===== src/rtl/nsf_pkg.sv =====
package nsf_pkg;
  localparam int unsigned STAT_W    = 8;
  localparam int unsigned B_RI      = 7;
  localparam int unsigned B_POR     = 4;
  localparam int unsigned B_RECON   = 2;
  localparam int unsigned B_TMA     = 1;
  localparam int unsigned B_TA      = 0;
  localparam logic [STAT_W-1:0] IRQ_SRC_MASK = 8'h85;
endpackage


===== src/rtl/nsf_flag.sv =====
module nsf_flag #(
  parameter logic RST_VAL = 1'b0
) (
  input  logic clk_i,
  input  logic rst_ni,
  input  logic set_i,
  input  logic clr_i,
  output logic q_o
);
  always_ff @(posedge clk_i or negedge rst_ni) begin
    if (!rst_ni)     q_o <= RST_VAL;
    else if (set_i)  q_o <= 1'b1;   // set wins over clear
    else if (clr_i)  q_o <= 1'b0;
  end

  p_set_wins_r10: assert property (@(posedge clk_i) disable iff (!rst_ni)
    set_i |=> q_o);
endmodule


===== src/rtl/nsf_tx_ctl.sv =====
module nsf_tx_ctl (
  input  logic clk_i,
  input  logic rst_ni,
  input  logic en_tx_i,
  input  logic dis_tx_i,
  input  logic token_i,
  input  logic last_byte_i,
  input  logic ack_i,
  input  logic bcast_i,
  output logic ta_o,
  output logic tma_o
);
  logic wait_q, armed_q;

  // enable-transmit waiting for the token
  nsf_flag #(.RST_VAL(1'b0)) u_wait (
    .clk_i, .rst_ni, .set_i(en_tx_i), .clr_i(token_i | dis_tx_i), .q_o(wait_q));

  // transmit issued and not cancelled: acknowledges are meaningful
  nsf_flag #(.RST_VAL(1'b0)) u_armed (
    .clk_i, .rst_ni, .set_i(en_tx_i), .clr_i(dis_tx_i), .q_o(armed_q));

  nsf_flag #(.RST_VAL(1'b1)) u_ta (
    .clk_i, .rst_ni, .set_i(last_byte_i | dis_tx_i), .clr_i(token_i & wait_q), .q_o(ta_o));

  nsf_flag #(.RST_VAL(1'b0)) u_tma (
    .clk_i, .rst_ni, .set_i(ack_i & ~bcast_i & armed_q), .clr_i(en_tx_i), .q_o(tma_o));

  p_ta_set_r8: assert property (@(posedge clk_i) disable iff (!rst_ni)
    (last_byte_i | dis_tx_i) |=> ta_o);
  p_ta_token_idle_r8: assert property (@(posedge clk_i) disable iff (!rst_ni)
    (ta_o && !wait_q) |=> ta_o);
  p_tma_ignored_r7: assert property (@(posedge clk_i) disable iff (!rst_ni)
    (!tma_o && !armed_q) |=> !tma_o);
  p_tma_bcast_r7: assert property (@(posedge clk_i) disable iff (!rst_ni)
    (!tma_o && bcast_i) |=> !tma_o);
endmodule


===== src/rtl/nsf_irq.sv =====
module nsf_irq #(
  parameter int unsigned W = nsf_pkg::STAT_W
) (
  input  logic         clk_i,
  input  logic         rst_ni,
  input  logic         mask_wr_i,
  input  logic [W-1:0] mask_data_i,
  input  logic [W-1:0] status_i,
  output logic         irq_o
);
  import nsf_pkg::*;
  logic [W-1:0] mask_q;

  always_ff @(posedge clk_i or negedge rst_ni) begin
    if (!rst_ni)        mask_q <= '0;
    else if (mask_wr_i) mask_q <= mask_data_i;
  end

  assign irq_o = |(status_i & mask_q & IRQ_SRC_MASK);

  p_irq_src_r9: assert property (@(posedge clk_i) disable iff (!rst_ni)
    irq_o |-> (status_i[B_RI] | status_i[B_RECON] | status_i[B_TA]));
  p_irq_mask_zero_r9: assert property (@(posedge clk_i) disable iff (!rst_ni)
    (mask_wr_i && mask_data_i == '0) |=> !irq_o);
endmodule


===== src/rtl/netc_status_flags.sv =====
module netc_status_flags (
  input  logic       clk_i,
  input  logic       rst_ni,
  input  logic       pkt_stored_i,
  input  logic       tx_ack_i,
  input  logic       tx_bcast_i,
  input  logic       last_byte_i,
  input  logic       token_i,
  input  logic       idle_timeout_i,
  input  logic       sw_reset_i,
  input  logic       nid_wr_i,
  input  logic [7:0] nid_data_i,
  input  logic       cmd_en_rx_i,
  input  logic       cmd_en_tx_i,
  input  logic       cmd_dis_tx_i,
  input  logic       cmd_clr_flags_i,
  input  logic       mask_wr_i,
  input  logic [7:0] mask_data_i,
  output logic [7:0] status_o,
  output logic       irq_o,
  output logic       nak_o
);
  import nsf_pkg::*;
  localparam int unsigned N_SIMPLE = 3;
  localparam logic [N_SIMPLE-1:0] SIMPLE_RST = 3'b011; // {recon, por, ri}

  logic [N_SIMPLE-1:0] s_set, s_clr, s_q;
  logic ta, tma;

  assign s_set = {idle_timeout_i,
                  sw_reset_i | (nid_wr_i && nid_data_i == '0),
                  pkt_stored_i};
  assign s_clr = {cmd_clr_flags_i, cmd_clr_flags_i, cmd_en_rx_i};

  for (genvar g = 0; g < N_SIMPLE; g++) begin : g_flag
    nsf_flag #(.RST_VAL(SIMPLE_RST[g])) u_flag (
      .clk_i, .rst_ni, .set_i(s_set[g]), .clr_i(s_clr[g]), .q_o(s_q[g]));
  end

  nsf_tx_ctl u_tx (
    .clk_i, .rst_ni,
    .en_tx_i(cmd_en_tx_i), .dis_tx_i(cmd_dis_tx_i), .token_i(token_i),
    .last_byte_i(last_byte_i), .ack_i(tx_ack_i), .bcast_i(tx_bcast_i),
    .ta_o(ta), .tma_o(tma));

  always_comb begin
    status_o          = '0;   // reserved and test bits stay 0
    status_o[B_RI]    = s_q[0];
    status_o[B_POR]   = s_q[1];
    status_o[B_RECON] = s_q[2];
    status_o[B_TMA]   = tma;
    status_o[B_TA]    = ta;
  end

  assign nak_o = s_q[0];

  nsf_irq #(.W(STAT_W)) u_irq (
    .clk_i, .rst_ni, .mask_wr_i, .mask_data_i, .status_i(status_o), .irq_o);

  p_ri_set_r2: assert property (@(posedge clk_i) disable iff (!rst_ni)
    pkt_stored_i |=> status_o[B_RI]);
  p_ri_clr_r2: assert property (@(posedge clk_i) disable iff (!rst_ni)
    (cmd_en_rx_i && !pkt_stored_i) |=> !status_o[B_RI]);
  p_nak_r3: assert property (@(posedge clk_i) disable iff (!rst_ni)
    pkt_stored_i |=> nak_o);
  p_por_nz_r4: assert property (@(posedge clk_i) disable iff (!rst_ni)
    (!status_o[B_POR] && !sw_reset_i && nid_wr_i && nid_data_i != '0) |=> !status_o[B_POR]);
  p_recon_set_r5: assert property (@(posedge clk_i) disable iff (!rst_ni)
    idle_timeout_i |=> status_o[B_RECON]);
  p_recon_clr_r5: assert property (@(posedge clk_i) disable iff (!rst_ni)
    (cmd_clr_flags_i && !idle_timeout_i) |=> !status_o[B_RECON]);
endmodule


===== config.mk =====
export PLATFORM = sky130hd
export DESIGN_NAME = netc_status_flags
export DESIGN_NICKNAME = d
export VERILOG_FILES = /design/src/rtl/nsf_pkg.sv /design/src/rtl/nsf_flag.sv /design/src/rtl/nsf_tx_ctl.sv /design/src/rtl/nsf_irq.sv /design/src/rtl/netc_status_flags.sv
export SDC_FILE = /design/constraint.sdc
export NUM_CORES = 1
export LEC_CHECK = 0
export ABC_AREA = 0
export BUFFER_PORTS_ARGS = -buffer_cell sky130_fd_sc_hd__buf_2
export CAP_MARGIN = 30
export CORE_AREA = 3 3 40 42
export DETAILED_ROUTE_END_ITERATION = 10
export DIE_AREA = 0 0 43 45
export GPL_ROUTABILITY_DRIVEN = 0
export GPL_TIMING_DRIVEN = 0
export PLACE_DENSITY = 0.86
export RECOVER_POWER = 100
export SYNTH_ARGS = -nofsm -noshare
export SYNTH_HDL_FRONTEND = slang
export SYNTH_SLANG_ARGS = --single-unit

===== constraint.sdc =====
create_clock -name clk_i -period 2 [get_ports clk_i]
set_input_delay 0.5 -clock clk_i [delete_from_list [all_inputs] [get_ports clk_i]]
set_output_delay 0.5 -clock clk_i [all_outputs]
set_load 0.01 [all_outputs]

; ---- Word level (Yosys, flattened, before mapping)
; Index checks and enable logic that the tools add are counted.
[word_totals]
register_bits = 15
input_bits = 31
out_inout_bits = 10
elab_cells = 39
[op_classes]
mux = 13
bitwise_logic = 8
n_reduce_logical = 10
[op_table]
columns = operator, count
row1 = nonzero test 2 bit, 7
row2 = 2-to-1 mux 1 bit, 13
row3 = AND 8 bit, 1
row4 = zero test 8 bit, 1
row5 = AND 1 bit, 3
row6 = bitwise OR 1 bit, 3
row7 = OR reduction 3 bit, 1
row8 = logical AND 1 bit, 1
row9 = NOT 1 bit, 1

; ---- Logic depth before layout (Yosys ltp)
[depth]
ltp_word = 4
ltp_mapped = 3
depth_no_buf = 3

; ---- Modules after synthesis
; From an unflattened synthesis, not the netlist that was laid out.
[unflattened]
cells_unflattened = 44
area_unflattened_um2 = 489.2
[modules_own_cells]
columns = module, n_inst, cells_per_inst, area_each_um2, seq_area_each_um2
row1 = nsf_flag (g_flag[2].u_flag ...), 4, 3, 36.3, 25.0
row2 = nsf_irq, 1, 8, 122.6, 75.1
row3 = nsf_flag (g_flag[0].u_flag ...), 3, 3, 37.5, 26.3
row4 = netc_status_flags, 1, 11, 81.3, 0.0
row5 = nsf_tx_ctl, 1, 4, 27.5, 0.0

; ---- Worst setup path after synthesis
; OpenSTA, ideal clock, no wires.
[synth_timing]
path_kind = register -> output
start = register g_flag[0].u_flag.q_o
end = output port irq_o
arrival_ns = 0.798
t_required_ns = 1.500
slack_ns = 0.702
path_stages_with_launch = 3
path_buffers = 0
path_cell_list = dfstp_2 a222oi_1 inv_1
[synth_via]
elab_chain_cells = 2
[synth_rtl]
columns = element, line_no
row1 = start: declaration, nsf_flag.sv:8  ; output logic q_o
row2 = start signal: assignment, nsf_flag.sv:11  ; if (!rst_ni) q_o <= RST_VAL;
row3 = start signal: assignment, nsf_flag.sv:12  ; else if (set_i) q_o <= 1'b1;
row4 = start signal: assignment, nsf_flag.sv:13  ; else if (clr_i) q_o <= 1'b0;
row5 = AND 8 bit, nsf_irq.sv:19  ; assign irq_o = |(status_i & mask_q & IRQ_SRC_MASK);
row6 = OR reduction 3 bit, nsf_irq.sv:19
row7 = end: declaration, netc_status_flags.sv:20  ; output logic irq_o,
; Every way passes these cells.

; ---- Worst setup path after layout
; Same ends and word-level chain as after synthesis.

==> summary.md <==
| Metric | Value |
|---|---|
| Run status | `complete, no violations` |
| Ant diodes | `0` |
| Reg2Reg Setup Slack | `1230 ps` |
| Core area | `0.00128 sq mm` |
| Cts hold-fix bufs | `0` |
| Wire per inst | `11.5 um` |
| Clk slew on worst S/H paths | `60 ps` |
| Pins Over Slew Limit | `0` |
| Avg Cell Area, Syn | `11.7 sq um` |
| Arrival @ worst endpoint | `1170 ps` |
| Max-slew headroom | `65.3%` |
| Clock Skew | `0.127 ps` |
| Setup WS post-layout | `334 ps` |
| TritonCTS clock tree | `yes` |
| Vias in the first global route | `405` |
| I/O Buffers | `32` |
| DRT iter0 DRCs | `7` |
| Synth Instances | `41` |
| CP endpoint kind | `output port` |
| Worst-Skew Late Latency | `260 ps` |
| Mapped Area | `480 sq um` |
| Multi-input gate area | `149 sq um` |
| Hold WS | `181 ps` |
| Largest net degree at the start of global routing | `11` |
| CTS max path bufs | `2` |
| CP cell instances | `a222oi_1 -> inv_1 -> clkbuf_1` |
| Layout cells sized above 1 | `50.6%` |
| Drt first pass iters | `4` |
| RSZ-0062 raised after global routing | `no` |
| Starting density of the core | `37.4%` |
| DPL Wire Length | `950 um` |
| Drt via density | `4.26` |
| Post-CTS sizing | `0` |
| Total wire length | `1080 um` |
| Area growth, synth to finish | `40.9%` |
| Worst Path Required | `1500 ps` |
| Sequential share of the synthesized area | `52.9%` |
| TNS Setup | `0 ps` |
| Vias post-DR | `400` |
| Drt drc | `0` |
| Antenna-violating nets left | `0` |
| Delay-heaviest family, CP | `flip-flops` |
| Fin area | `677 sq um` |
| Power per standard cell area | `672 mW/mm^2` |
| Final Hold Viols | `0` |
| Crit-path max FO | `4` |
| Hold Path Class | `in -> async` |
| Final Util | `52.7%` |
| Global-route wire length before repair | `1700 um` |
| Die area | `0.00194 sq mm` |
| Total grt overflow | `0` |
| Finished Layout Cells | `94` |
| Placed insts | `90` |
| Setup WS pre-CTS | `612 ps` |
| Sequential Area | `254 sq um` |
| GRT Total Usage | `12.7%` |
| Yosys warning total | `0` |
| TritonCTS buffer count | `3` |
| # Post-CTS Setup Buffers | `0` |
| Final Power | `455 uW` |
| Final #Nets | `111` |
| Max VDD drop | `0.000302 V` |
| Clock sink count | `10` |
| Seq cells post-synth | `10` |
| Filler cells | `131` |
| Die X | `43 um` |
| Worst path bufs/invs | `2` |
| Number of H-tree levels | `1` |
| Minimum clock period | `1670 ps` |
| LEAKAGE | `0.352 nW` |
| Yosys cell types | `16` |
| CP max stage cell | `dfstp_1` |
| Clk root buf | `clkbuf_4` |
| MaxCap Viol Count | `0` |
| Row Count | `13` |
| Setup CP Type | `reg -> out` |
| Slowest cell delay on critical path | `390 ps` |
| Final setup fails | `0` |
| Slew @ Worst Pin | `521 ps` |
| Die Height | `45 um` |
| IO Count | `41` |
| Startpoint types | `flop` |
| Fmax | `600 MHz` |
| Initial antenna violation count | `0` |
| Placed cell areas | `667 sq um` |
| Fin crit share | `83.3%` |
## power breakdown
part / internal, mW / switching [mW]
Sequential: 0.220 / 0.0101
Combinational: 0.0479 / 0.0349
Clock: 0.0770 / 0.0654
## Yosys cell counts (all sizes together)
master  n  share of area, %
a21oi   1               1.0
a211o   1               1.8
nand2   1              0.78
nand3b  2               3.1
inv     5               3.9
mux2    3               7.0
a21o    4               6.3
dfstp   3                16
o21ai   1               1.0
conb    1              0.78
nor4    1               2.6
nor2    1              0.78
a222oi  1               2.1
dfrtp   7                36
o41ai   1               3.4
buf     8                13
## cell type report
cell class	instances	share of cell area, %
clock buffers	4	3.88
flip-flops and latches	10	37.5
well taps	15	2.77
plain buffers	8	8.87
repair buffers	32	22.2
inverters	5	2.77
multi-input cells	20	22.0
## cell usage in the layout, fill, tap and decap left out, drive strengths merged
| cell | netlist | layout |
|---|---|---|
| a222oi | 1 | 1 |
| nand3b | 2 | 2 |
| a21oi | 1 | 1 |
| a211o | 1 | 1 |
| clkbuf | 0 | 12 |
| mux2 | 3 | 3 |
| dfstp | 3 | 3 |
| buf | 8 | 32 |
| a21o | 4 | 4 |
| o41ai | 1 | 1 |
| conb | 1 | 3 |
| nor4 | 1 | 1 |
| nor2 | 1 | 1 |
| dfrtp | 7 | 7 |
| inv | 5 | 5 |
| o21ai | 1 | 1 |
| nand2 | 1 | 1 |
## kinds of logic (layout without fill, tap and decap cells)
logic type             Yosys count  count (layout)  share of synthesized area, %
other                            1               3                         0.781
AND/OR/NAND/NOR                  5               5                          7.29
buffers and inverters           13              49                          16.4
flip-flops                      10              10                          52.9
AO/OA/AOI/OAI                    9               9                          15.6
multiplexers                     3               3                          7.03
## sequential cells by signal, summed over array words and instances (netlist names)
signal / count
g_flag.u_flag.q_o: 3
u_irq.mask_q: 3
u_tx.u_armed.q_o: 1
u_tx.u_ta.q_o: 1
u_tx.u_tma.q_o: 1
u_tx.u_wait.q_o: 1
## metal layers
layer / wire, um / global-route usage, % / up-vias
met5: 0 / 0 / -
met4: 0 / 10.8 / 0
met2: 615 / 21.9 / 16
li1: - / - / 203
met3: 65 / 3.59 / 0
met1: 404 / 12.7 / 181
## worst paths after layout
path	startpoint	cells after the start	end
max	g_flag[0].u_flag.q_o$_DFFE_PN1P_	3	irq_o
min	rst_ni	1	u_tx.u_wait.q_o$_DFFE_PN0P_
max reg2reg	u_tx.u_ta.q_o$_DFFE_PN1P_	1	u_tx.u_ta.q_o$_DFFE_PN1P_
min reg2reg	u_tx.u_wait.q_o$_DFFE_PN0P_	1	u_tx.u_wait.q_o$_DFFE_PN0P_
max in group asynchronous	rst_ni	1	g_flag[1].u_flag.q_o$_DFFE_PN1P_
min in group clk_i	nid_data_i[3]	2	g_flag[1].u_flag.q_o$_DFFE_PN1P_
Power figures use the tool's default switching activity.
